## config.mk

```make
export PLATFORM = sky130hd
export DESIGN_NAME = scs_status_unit
export DESIGN_NICKNAME = d
export VERILOG_FILES = /design/src/rtl/scs_pkg.sv /design/src/rtl/scs_regif.sv /design/src/rtl/scs_rx_path.sv /design/src/rtl/scs_err_flag.sv /design/src/rtl/scs_status_unit.sv
export SDC_FILE = /design/constraint.sdc
export NUM_CORES = 1
export LEC_CHECK = 0
export ABC_AREA = 1
export CAP_MARGIN = 20
export CORE_UTILIZATION = 30
export CTS_CLUSTER_SIZE = 40
export DETAILED_ROUTE_END_ITERATION = 6
export PLACE_DENSITY = 0.77
export SYNTH_ARGS = -nofsm -noshare
export SYNTH_HDL_FRONTEND = slang
export SYNTH_SLANG_ARGS = --single-unit
export TNS_END_PERCENT = 5
```

## constraint.sdc

```tcl
create_clock -name clk -period 0.85 [get_ports clk]
set_input_delay 0.17 -clock clk [delete_from_list [all_inputs] [get_ports clk]]
set_output_delay 0.17 -clock clk [all_outputs]
set_load 0.01 [all_outputs]
```

## src/rtl/scs_pkg.sv

```systemverilog
package scs_pkg;
    // Register addresses
    localparam int ADDR_STATUS = 0;
    localparam int ADDR_DATA   = 1;
    // Flag positions inside the status word
    localparam int FULL_BIT    = 6;
    localparam int OVR_BIT     = 5;
    localparam int ERR_BIT     = 4;
    localparam int MIN_DATA_W  = FULL_BIT + 1;

    typedef struct packed {
        logic full;
        logic ovr;
        logic err;
    } flag_set_t;
endpackage

```

## src/rtl/scs_regif.sv

```systemverilog
module scs_regif
    import scs_pkg::*;
#(
    parameter int DATA_W = 8,
    parameter int ADDR_W = 2
) (
    input  logic              bus_wr,
    input  logic [ADDR_W-1:0] bus_addr,
    input  logic [DATA_W-1:0] bus_wdata,
    input  flag_set_t         flags,
    input  logic [DATA_W-1:0] rx_data,
    output logic [DATA_W-1:0] bus_rdata,
    output flag_set_t         clr
);
    localparam logic [ADDR_W-1:0] A_STAT = ADDR_W'(ADDR_STATUS);
    localparam logic [ADDR_W-1:0] A_DATA = ADDR_W'(ADDR_DATA);

    logic              stat_wr;
    logic [DATA_W-1:0] status_word;

    // Status word assembly
    always_comb begin
        status_word           = '0;
        status_word[FULL_BIT] = flags.full;
        status_word[OVR_BIT]  = flags.ovr;
        status_word[ERR_BIT]  = flags.err;
    end

    // Read multiplexer
    always_comb begin
        unique case (bus_addr)
            A_STAT:  bus_rdata = status_word;
            A_DATA:  bus_rdata = rx_data;
            default: bus_rdata = '0;
        endcase
    end

    // Clear-by-writing-zero decode; a 1 never sets anything
    assign stat_wr = bus_wr && (bus_addr == A_STAT);

    always_comb begin
        clr.full = stat_wr && !bus_wdata[FULL_BIT];
        clr.ovr  = stat_wr && !bus_wdata[OVR_BIT];
        clr.err  = stat_wr && !bus_wdata[ERR_BIT];
    end
endmodule

```

## src/rtl/scs_rx_path.sv

```systemverilog
module scs_rx_path #(
    parameter int DATA_W = 8
) (
    input  logic              clk,
    input  logic              rst_n,
    input  logic              rx_done,
    input  logic [DATA_W-1:0] rx_byte,
    input  logic              rx_en,
    input  logic              clr_full,
    input  logic              clr_ovr,
    output logic              rx_full,
    output logic              overrun,
    output logic [DATA_W-1:0] rx_data
);
    typedef struct packed {
        logic              full;
        logic              ovr;
        logic [DATA_W-1:0] data;
    } rx_state_t;

    rx_state_t st_d, st_q;
    logic      accept;

    // Reception is taken only while enabled and not blocked by overrun
    assign accept = rx_done && rx_en && !st_q.ovr;

    always_comb begin
        st_d = st_q;
        if (clr_full) st_d.full = 1'b0;
        if (clr_ovr)  st_d.ovr  = 1'b0;
        // Hardware set applied last so it wins over a same-cycle clear
        if (accept) begin
            st_d.data = rx_byte;
            st_d.full = 1'b1;
            if (st_q.full) st_d.ovr = 1'b1;
        end
    end

    always_ff @(posedge clk) begin
        if (!rst_n) st_q <= '0;
        else        st_q <= st_d;
    end

    assign rx_full = st_q.full;
    assign overrun = st_q.ovr;
    assign rx_data = st_q.data;

    AST_FIRST_LOAD: assert property (@(posedge clk) disable iff (!rst_n)
        (rx_done && rx_en && !rx_full && !overrun) |=> (rx_full && !overrun && rx_data == $past(rx_byte)));
    AST_OVR_TAKES_NEW: assert property (@(posedge clk) disable iff (!rst_n)
        (rx_done && rx_en && rx_full && !overrun) |=> (overrun && rx_full && rx_data == $past(rx_byte)));
    AST_OVR_BLOCKS: assert property (@(posedge clk) disable iff (!rst_n)
        overrun |=> $stable(rx_data));
    AST_RXOFF_IGNORED: assert property (@(posedge clk) disable iff (!rst_n)
        (!rx_en && !clr_full) |=> ($stable(rx_data) && rx_full == $past(rx_full)));
    AST_OVR_KEPT: assert property (@(posedge clk) disable iff (!rst_n)
        (overrun && !clr_ovr) |=> overrun);
    AST_OVR_CLEARS: assert property (@(posedge clk) disable iff (!rst_n)
        (clr_ovr && !(rx_done && rx_en && rx_full)) |=> !overrun);
    AST_FULL_SET_WINS: assert property (@(posedge clk) disable iff (!rst_n)
        (clr_full && rx_done && rx_en && !overrun) |=> rx_full);
endmodule

```

## src/rtl/scs_err_flag.sv

```systemverilog
module scs_err_flag (
    input  logic clk,
    input  logic rst_n,
    input  logic err_sig,
    input  logic tx_en,
    input  logic mode_t1,
    input  logic clr_err,
    output logic err_flag
);
    typedef struct packed {
        logic err;
    } err_state_t;

    err_state_t st_d, st_q;
    logic       hit;

    // Only character mode with transmit active records the error signal
    assign hit = err_sig && tx_en && !mode_t1;

    always_comb begin
        st_d = st_q;
        if (clr_err) st_d.err = 1'b0;
        if (hit)     st_d.err = 1'b1;
    end

    always_ff @(posedge clk) begin
        if (!rst_n) st_q <= '0;
        else        st_q <= st_d;
    end

    assign err_flag = st_q.err;

    AST_ERR_SETS: assert property (@(posedge clk) disable iff (!rst_n)
        (err_sig && tx_en && !mode_t1) |=> err_flag);
    AST_T1_SILENT: assert property (@(posedge clk) disable iff (!rst_n)
        (mode_t1 && !err_flag) |=> !err_flag);
    AST_ERR_KEPT: assert property (@(posedge clk) disable iff (!rst_n)
        (err_flag && !clr_err) |=> err_flag);
    AST_TXOFF_IGNORED: assert property (@(posedge clk) disable iff (!rst_n)
        (!tx_en && !err_flag) |=> !err_flag);
    AST_ERR_CLEARS: assert property (@(posedge clk) disable iff (!rst_n)
        (clr_err && !(err_sig && tx_en && !mode_t1)) |=> !err_flag);
endmodule

```

## src/rtl/scs_status_unit.sv

```systemverilog
module scs_status_unit
    import scs_pkg::*;
#(
    parameter int DATA_W = 8,
    parameter int ADDR_W = 2
) (
    input  logic              clk,
    input  logic              rst_n,
    input  logic              rx_done,
    input  logic [DATA_W-1:0] rx_byte,
    input  logic              rx_en,
    input  logic              tx_en,
    input  logic              mode_t1,
    input  logic              err_sig,
    input  logic              bus_wr,
    input  logic [ADDR_W-1:0] bus_addr,
    input  logic [DATA_W-1:0] bus_wdata,
    output logic [DATA_W-1:0] bus_rdata,
    output logic              rx_full,
    output logic              overrun,
    output logic              err_flag
);
    flag_set_t         flags;
    flag_set_t         clr;
    logic [DATA_W-1:0] rx_data;

    initial begin
        assert (DATA_W >= MIN_DATA_W);
        assert (ADDR_W >= 1);
    end

    scs_regif #(.DATA_W(DATA_W), .ADDR_W(ADDR_W)) u_regif (
        .bus_wr    (bus_wr),
        .bus_addr  (bus_addr),
        .bus_wdata (bus_wdata),
        .flags     (flags),
        .rx_data   (rx_data),
        .bus_rdata (bus_rdata),
        .clr       (clr)
    );

    scs_rx_path #(.DATA_W(DATA_W)) u_rx (
        .clk      (clk),
        .rst_n    (rst_n),
        .rx_done  (rx_done),
        .rx_byte  (rx_byte),
        .rx_en    (rx_en),
        .clr_full (clr.full),
        .clr_ovr  (clr.ovr),
        .rx_full  (rx_full),
        .overrun  (overrun),
        .rx_data  (rx_data)
    );

    scs_err_flag u_err (
        .clk      (clk),
        .rst_n    (rst_n),
        .err_sig  (err_sig),
        .tx_en    (tx_en),
        .mode_t1  (mode_t1),
        .clr_err  (clr.err),
        .err_flag (err_flag)
    );

    always_comb begin
        flags.full = rx_full;
        flags.ovr  = overrun;
        flags.err  = err_flag;
    end

    AST_RESET_CLEAN: assert property (@(posedge clk)
        !rst_n |=> (!rx_full && !overrun && !err_flag));
endmodule

```

==> results of run 1 <==
## power by group through the flow
stage	Clock (mW)	Combinational [mW]	Sequential [mW]
2_1_floorplan	0	0.0879	0.580
3_3_place_gp	0	0.269	0.578
3_5_place_dp	0	0.274	0.578
4_1_cts	0.357	0.263	0.575
5_1_grt	0.386	0.289	0.579
6_report	0.345	0.264	0.576
## worst max-delay path, cell delays in order, from the launching register on
cell     delay [ns]
dfxtp_2        0.36
nand2_1        0.06
nand2_1        0.05
buf_2          0.12
## per-layer routing
metal  up-vias  global-route usage [%]
li1        315                       -
met1       249                    18.9
met2        24                    25.7
met3         2                    5.00
met4         0                    7.50
met5         -                       0
## stage by stage
stage          hold WS [ns]  util, %  instance area [sq um]
2_1_floorplan         0.305        -                    520
3_3_place_gp          0.475     57.5                    896
3_5_place_dp          0.480     57.5                    896
4_1_cts               0.455     57.5                    897
5_1_grt               0.306     58.6                    913
6_report              0.282     58.6                    913
## final timing paths
| check | slack, ns | end | cells past startpoint | start |
|---|---|---|---|---|
| worst min-delay path | 0.28 | u_rx.rx_data[7] | 3 | rst_n |
| worst max register to register | -0.11 | u_rx.rx_data[3] | 4 | u_rx.overrun |
| worst max-delay path | -0.17 | bus_rdata[5] | 3 | u_rx.overrun |
| worst min register to register | 0.48 | u_err.err_flag | 2 | u_err.err_flag |
## layout make-up
cell class,count,area share [%]
clock buffer,4,2.88
inverter,10,4.11
multi-input combinational,54,30.4
sequential,11,25.6
tap,16,2.19
timing repair buffer,37,34.8
## cell usage in the layout (no fill, tap or decap), drive strengths merged
| master | synthesis | routed |
|---|---|---|
| dfxtp | 11 | 11 |
| buf | 0 | 17 |
| clkdlybuf4s15 | 0 | 2 |
| nand3b | 2 | 2 |
| clkdlybuf4s50 | 0 | 16 |
| o21ai | 8 | 8 |
| nor2 | 23 | 23 |
| clkbuf | 0 | 4 |
| nand3 | 6 | 6 |
| dlygate4sd2 | 0 | 1 |
| dlymetal6s2s | 0 | 1 |
| a21oi | 3 | 3 |
| inv | 10 | 10 |
| nand2 | 12 | 12 |
## flip-flops by register name, summed over array words and instances, names as in the netlist
signal and cells:
u_rx.rx_data 8, u_rx.rx_full 1, u_rx.overrun 1, u_err.err_flag 1
## timing repair
action	4_1_cts	5_1_grt
hold buffers	0	0
gates resized for setup	66	6
endpoints found under the setup margin	22	22
gates cloned	0	0
pin swaps	5	4
## cell families (layout without fill, tap and decap cells)
family / Yosys count / count (layout) / synth area share (%)
flip-flops: 11 / 11 / 42.3
AO/OA/AOI/OAI: 11 / 11 / 11.3
AND/OR/NAND/NOR: 43 / 43 / 39.2
buffers and inverters: 10 / 51 / 7.21
==> impl_metrics.env, run 1 <==
export IMPL_slew_violations=0
export IMPL_tightest_slew_ns=0.245
export IMPL_grt_pass1_wl_um=2190
export IMPL_ys_async_sr_fraction_pct=0
export IMPL_synth_warnings=0
export IMPL_regArea_sq_um=234
export IMPL_synth_edff_count=0
export IMPL_met1Wirelength_um=608
export IMPL_post_place_ws_ns=-0.860
export IMPL_worstHoldPathType="in2reg"
export IMPL_portBuffers=31
export IMPL_htreeDepth=1
export IMPL_tns_ns=-2.29
export IMPL_synthesis_instances=75
export IMPL_start_kind="flop"
export IMPL_grt_pass1_vias=503
export IMPL_final_nets=143
export IMPL_vias=590
export IMPL_clock_fmax_mhz=981
export IMPL_tritoncts="done"
export IMPL_syn_avg_cell_area_sq_um=6.94
export IMPL_synth_area_leaders="dfxtp_1, nor2_1, o21ai_0, inv_1, nand2_1"
export IMPL_numCtsBuffers=3
export IMPL_hold_violations=0
export IMPL_yosys_cell_count_top_type="nor2_1"
export IMPL_antenna_found_initial=0
export IMPL_critPathKind="reg2out"
export IMPL_grt_remaining_overflow=0
export IMPL_p_sw_share_pct=25.0
export IMPL_top_layer="met4"
export IMPL_ys_flop_type="dfxtp_1"
export IMPL_io_pin_count=37
export IMPL_required_ns=0.68
export IMPL_area_growth_pct=75.5
export IMPL_place_inst=128
export IMPL_dieArea_sq_mm=0.00191
export IMPL_multi_input_area_sq_um=278
export IMPL_path_clk_slew_ns=0.07
export IMPL_synth_common_cells="nor2_1, dfxtp_1, inv_1, nand2_1, o21ai_0"
export IMPL_via_per_inst=4.47
export IMPL_die_x_um=43.7
export IMPL_synth_top_area_share_pct=42.3
export IMPL_yosysTopAreaCell="dfxtp_1"
export IMPL_min_period_ns=1.02
export IMPL_synth_seq_cells=11
export IMPL_post_cts_buffers=0
export IMPL_drtPass1Iterations=5
export IMPL_combPwrFrac_pct=22.3
export IMPL_p_per_area_mw_per_mm2=1300
export IMPL_switchingPower_mw=0.296
export IMPL_ir_drop_uv=678
export IMPL_root_buffer="clkbuf_4"
export IMPL_dr_wl_met3_um=131
export IMPL_fin_cells=132
export IMPL_synth_distinct_cells=13
export IMPL_start_util_pct=33.4
export IMPL_syn_num_nets=101
export IMPL_pwr_share_clk_pct=29.1
export IMPL_antenna_cells=0
export IMPL_drc=4
export IMPL_setup_worst_path_end_class="output port"
export IMPL_drive_gt1_share_pct=38.8
export IMPL_cap_viol_max_count=0
export IMPL_final_period_utilization_pct=120
export IMPL_wl_um=1420
export IMPL_relSlewSlack_pct=83.6
export IMPL_power_frac_seq_pct=48.6
export IMPL_std_cell_rows=14
export IMPL_wl_per_cell_um=10.8
export IMPL_worst_slack_ns=-0.170
export IMPL_violations="DRC, setup timing"
export IMPL_p_int_mw=0.888
export IMPL_setup_viol=21
export IMPL_clockBufferDepth=2
export IMPL_gp_congestion=0.765
export IMPL_status="complete, but fails checks"
export IMPL_total_power_mw=1.18
export IMPL_drt_iter0_markers=13
export IMPL_arrival_ns=0.85
export IMPL_core_area_sq_mm=0.00156
export IMPL_die_h_um=43.7
export IMPL_track_usage_pct=15.8
export IMPL_grt_setup_unrepaired="yes"
export IMPL_hpwlAfterDp_um=1130
export IMPL_skew_ns=0.000998
export IMPL_yosysSeqAreaShare_pct=42.3
export IMPL_syn_area_sq_um=520
export IMPL_fillers=157
export IMPL_ant_nets=0
export IMPL_worstPathMaxFanout=4
export IMPL_cts_sinks=11
export IMPL_leakagePower_nw=0.443
export IMPL_grt_start_max_net_pins=10
export IMPL_wl_met2_um=678
export IMPL_clock_latency_ns=0.26
Power figures use the tool's default switching activity.
==> inputs of run 2 (changes only) <==
--- a/config.mk
+++ b/config.mk
@@ -7,10 +7,10 @@
 export LEC_CHECK = 0
 export ABC_AREA = 1
 export CAP_MARGIN = 20
-export CORE_UTILIZATION = 30
+export CORE_UTILIZATION = 35
 export CTS_CLUSTER_SIZE = 40
 export DETAILED_ROUTE_END_ITERATION = 6
-export PLACE_DENSITY = 0.77
+export PLACE_DENSITY = 0.84
 export SYNTH_ARGS = -nofsm -noshare
 export SYNTH_HDL_FRONTEND = slang
 export SYNTH_SLANG_ARGS = --single-unit
==> constraint.sdc (replaced) <==
create_clock -name clk -period 1.3 [get_ports clk]
set_input_delay 0.26 -clock clk [delete_from_list [all_inputs] [get_ports clk]]
set_output_delay 0.26 -clock clk [all_outputs]
set_load 0.01 [all_outputs]
==> impl_metrics.env, run 2 (synthesis results as in run 1) <==
export IMPL_clockBufferDepth=2
export IMPL_wl_um=1340
export IMPL_p_per_area_mw_per_mm2=877
export IMPL_critical_path_max_stage_delay_ns=0.26
export IMPL_grt_pass1_wl_um=1810
export IMPL_hpwlAfterDp_um=1050
export IMPL_worstPathMaxFanout=3
export IMPL_final_nets=142
export IMPL_postLayoutCoreUtil_pct=64.6
export IMPL_die_x_um=40.6
export IMPL_cp_top_family="buffers and inverters"
export IMPL_crit_buf_inv=4
export IMPL_r2r_cells=4
export IMPL_vias=595
export IMPL_layout_cells_most_common="nor2_1"
export IMPL_skew_ns=0.00156
export IMPL_cts_sinks=11
export IMPL_antenna_cells=0
export IMPL_io_pin_count=37
export IMPL_path_clk_slew_ns=0.07
export IMPL_final_period_utilization_pct=92.0
export IMPL_setup_worst_path_end_class="output port"
export IMPL_required_ns=1.04
export IMPL_tritoncts="done"
export IMPL_total_power_mw=0.765
export IMPL_core_area_sq_mm=0.00135
export IMPL_largest_reg_flops=8
export IMPL_start_kind="primary input"
export IMPL_drt_iter0_markers=12
export IMPL_grt_pass1_vias=442
export IMPL_std_cell_rows=13
export IMPL_cap_viol_max_count=0
export IMPL_ir_drop_uv=532
export IMPL_holdPathStages=2
export IMPL_start_util_pct=38.6
export IMPL_min_period_ns=1.20
export IMPL_min_to="u_err.err_flag"
export IMPL_antenna_found_initial=0
export IMPL_dieArea_sq_mm=0.00165
export IMPL_drtPass1Iterations=4
export IMPL_final_cell_mix="nor2_1, clkdlybuf4s50_1, dfxtp_1, inv_1, nand2_1"
export IMPL_numCtsBuffers=3
export IMPL_gp_congestion=0.693
export IMPL_holdBufCountCts=0
export IMPL_r2r_slack_ns=0.33
export IMPL_drc=0
export IMPL_leakagePower_nw=0.425
export IMPL_via_per_inst=4.58
export IMPL_tns_ns=0
export IMPL_portBuffers=31
export IMPL_wl_per_cell_um=10.3
export IMPL_clock_fmax_mhz=836
export IMPL_grt_setup_unrepaired="no"
export IMPL_die_h_um=40.6
export IMPL_ant_nets=0
export IMPL_critPathKind="in2out"
export IMPL_r2r_start="u_rx.overrun"
export IMPL_track_usage_pct=16.8
export IMPL_setup_viol=0
export IMPL_relSlewSlack_pct=81.0
export IMPL_htreeDepth=1
export IMPL_tightest_slew_ns=0.284
export IMPL_clock_latency_ns=0.26
export IMPL_min_from="u_err.err_flag"
export IMPL_timing_rr_end="u_rx.rx_data[6]"
export IMPL_worstHoldPathType="reg2reg"
export IMPL_worstPathCellList="dlygate4sd2_1, inv_2, buf_4, nand3_1, nand2_1, buf_2"
export IMPL_crit_slowest_cell="dlygate4sd2_1"
export IMPL_slew_violations=0
export IMPL_hold_violations=0
export IMPL_area_growth_pct=67.5
export IMPL_grt_start_max_net_pins=10
export IMPL_status="finished clean"
export IMPL_root_buffer="clkbuf_4"
export IMPL_arrival_ns=0.94
export IMPL_drive_gt1_share_pct=21.7
export IMPL_grt_remaining_overflow=0
==> run 2: cell types whose count changed in the layout (fill, tap and decap cells not counted), moves of 2 or more <==
cell             delta
dfxtp_2            -10
nor2_2              -3
buf_2               -6
dlygate4sd2_1       +3
buf_6               -3
dfxtp_1            +10
inv_2               -2
nor2_1              +3
clkdlybuf4s50_1     +2
clkbuf_2            +5
inv_1               +2
==> run 2: through the flow <==
| stage | instance area (sq um) | worst slack (ns) | instances | hold WS, ns |
|---|---|---|---|---|
| 2_1_floorplan | 520 | 0.420 | 75 | 0.395 |
| 3_3_place_gp | 887 | -0.559 | 126 | 0.477 |
| 3_5_place_dp | 887 | -0.567 | 126 | 0.482 |
| 4_1_cts | 911 | 0.00183 | 130 | 0.490 |
| 5_1_grt | 872 | 0.0412 | 130 | 0.499 |
| 6_report | 872 | 0.104 | 130 | 0.488 |
==> run 2: report_power, final <==
part	switching, mW	internal, mW
Clock	0.111	0.118
Combinational	0.0711	0.0936
Sequential	0.0114	0.359
==> run 2: layout make-up <==
class	count	area (sq um)
clock buffer	4	26.3
fill	127	478
inverter	10	37.5
multi-input combinational	54	265
sequential	11	221
tap	15	18.8
timing repair buffer	36	303
==> run 2: worst min-delay path, delay by kind of cell (launching register included) <==
kind,cells,cell delay (ns)
AOI/OAI and AO/OA,1,0.05
DFF,1,0.33
and+or+nand+nor,1,0.07
==> run 2: how the worst max path moves through the flow <==
stage	from	to	cells after the start
floorplan	u_rx.overrun	bus_rdata[5]	2
global placement	bus_addr[0]	bus_rdata[0]	4
detailed placement	bus_addr[0]	bus_rdata[0]	4
CTS	bus_addr[1]	bus_rdata[1]	5
global route	bus_addr[1]	bus_rdata[5]	6
finish	bus_addr[1]	bus_rdata[6]	6
==> run 2: layer usage <==
metal  GRT usage (%)  vias to the layer above  part of all wire [%]  wire length (um)
li1                -                      314                     -                 -
met1            21.1                      257                    46               615
met2            28.6                       24                    45               602
met3            3.33                        0                   9.2               123
met4            5.00                        0                     0                 0
met5               0                        -                     0                 0
==> run 2: what timing repair did <==
item | 4_1_cts | 5_1_grt
resized for setup | 24 | 12
pin swaps | 1 | 1
buffers inserted | 0 | 0
endpoints found under the setup margin | 11 | 8
gates cloned | 0 | 0
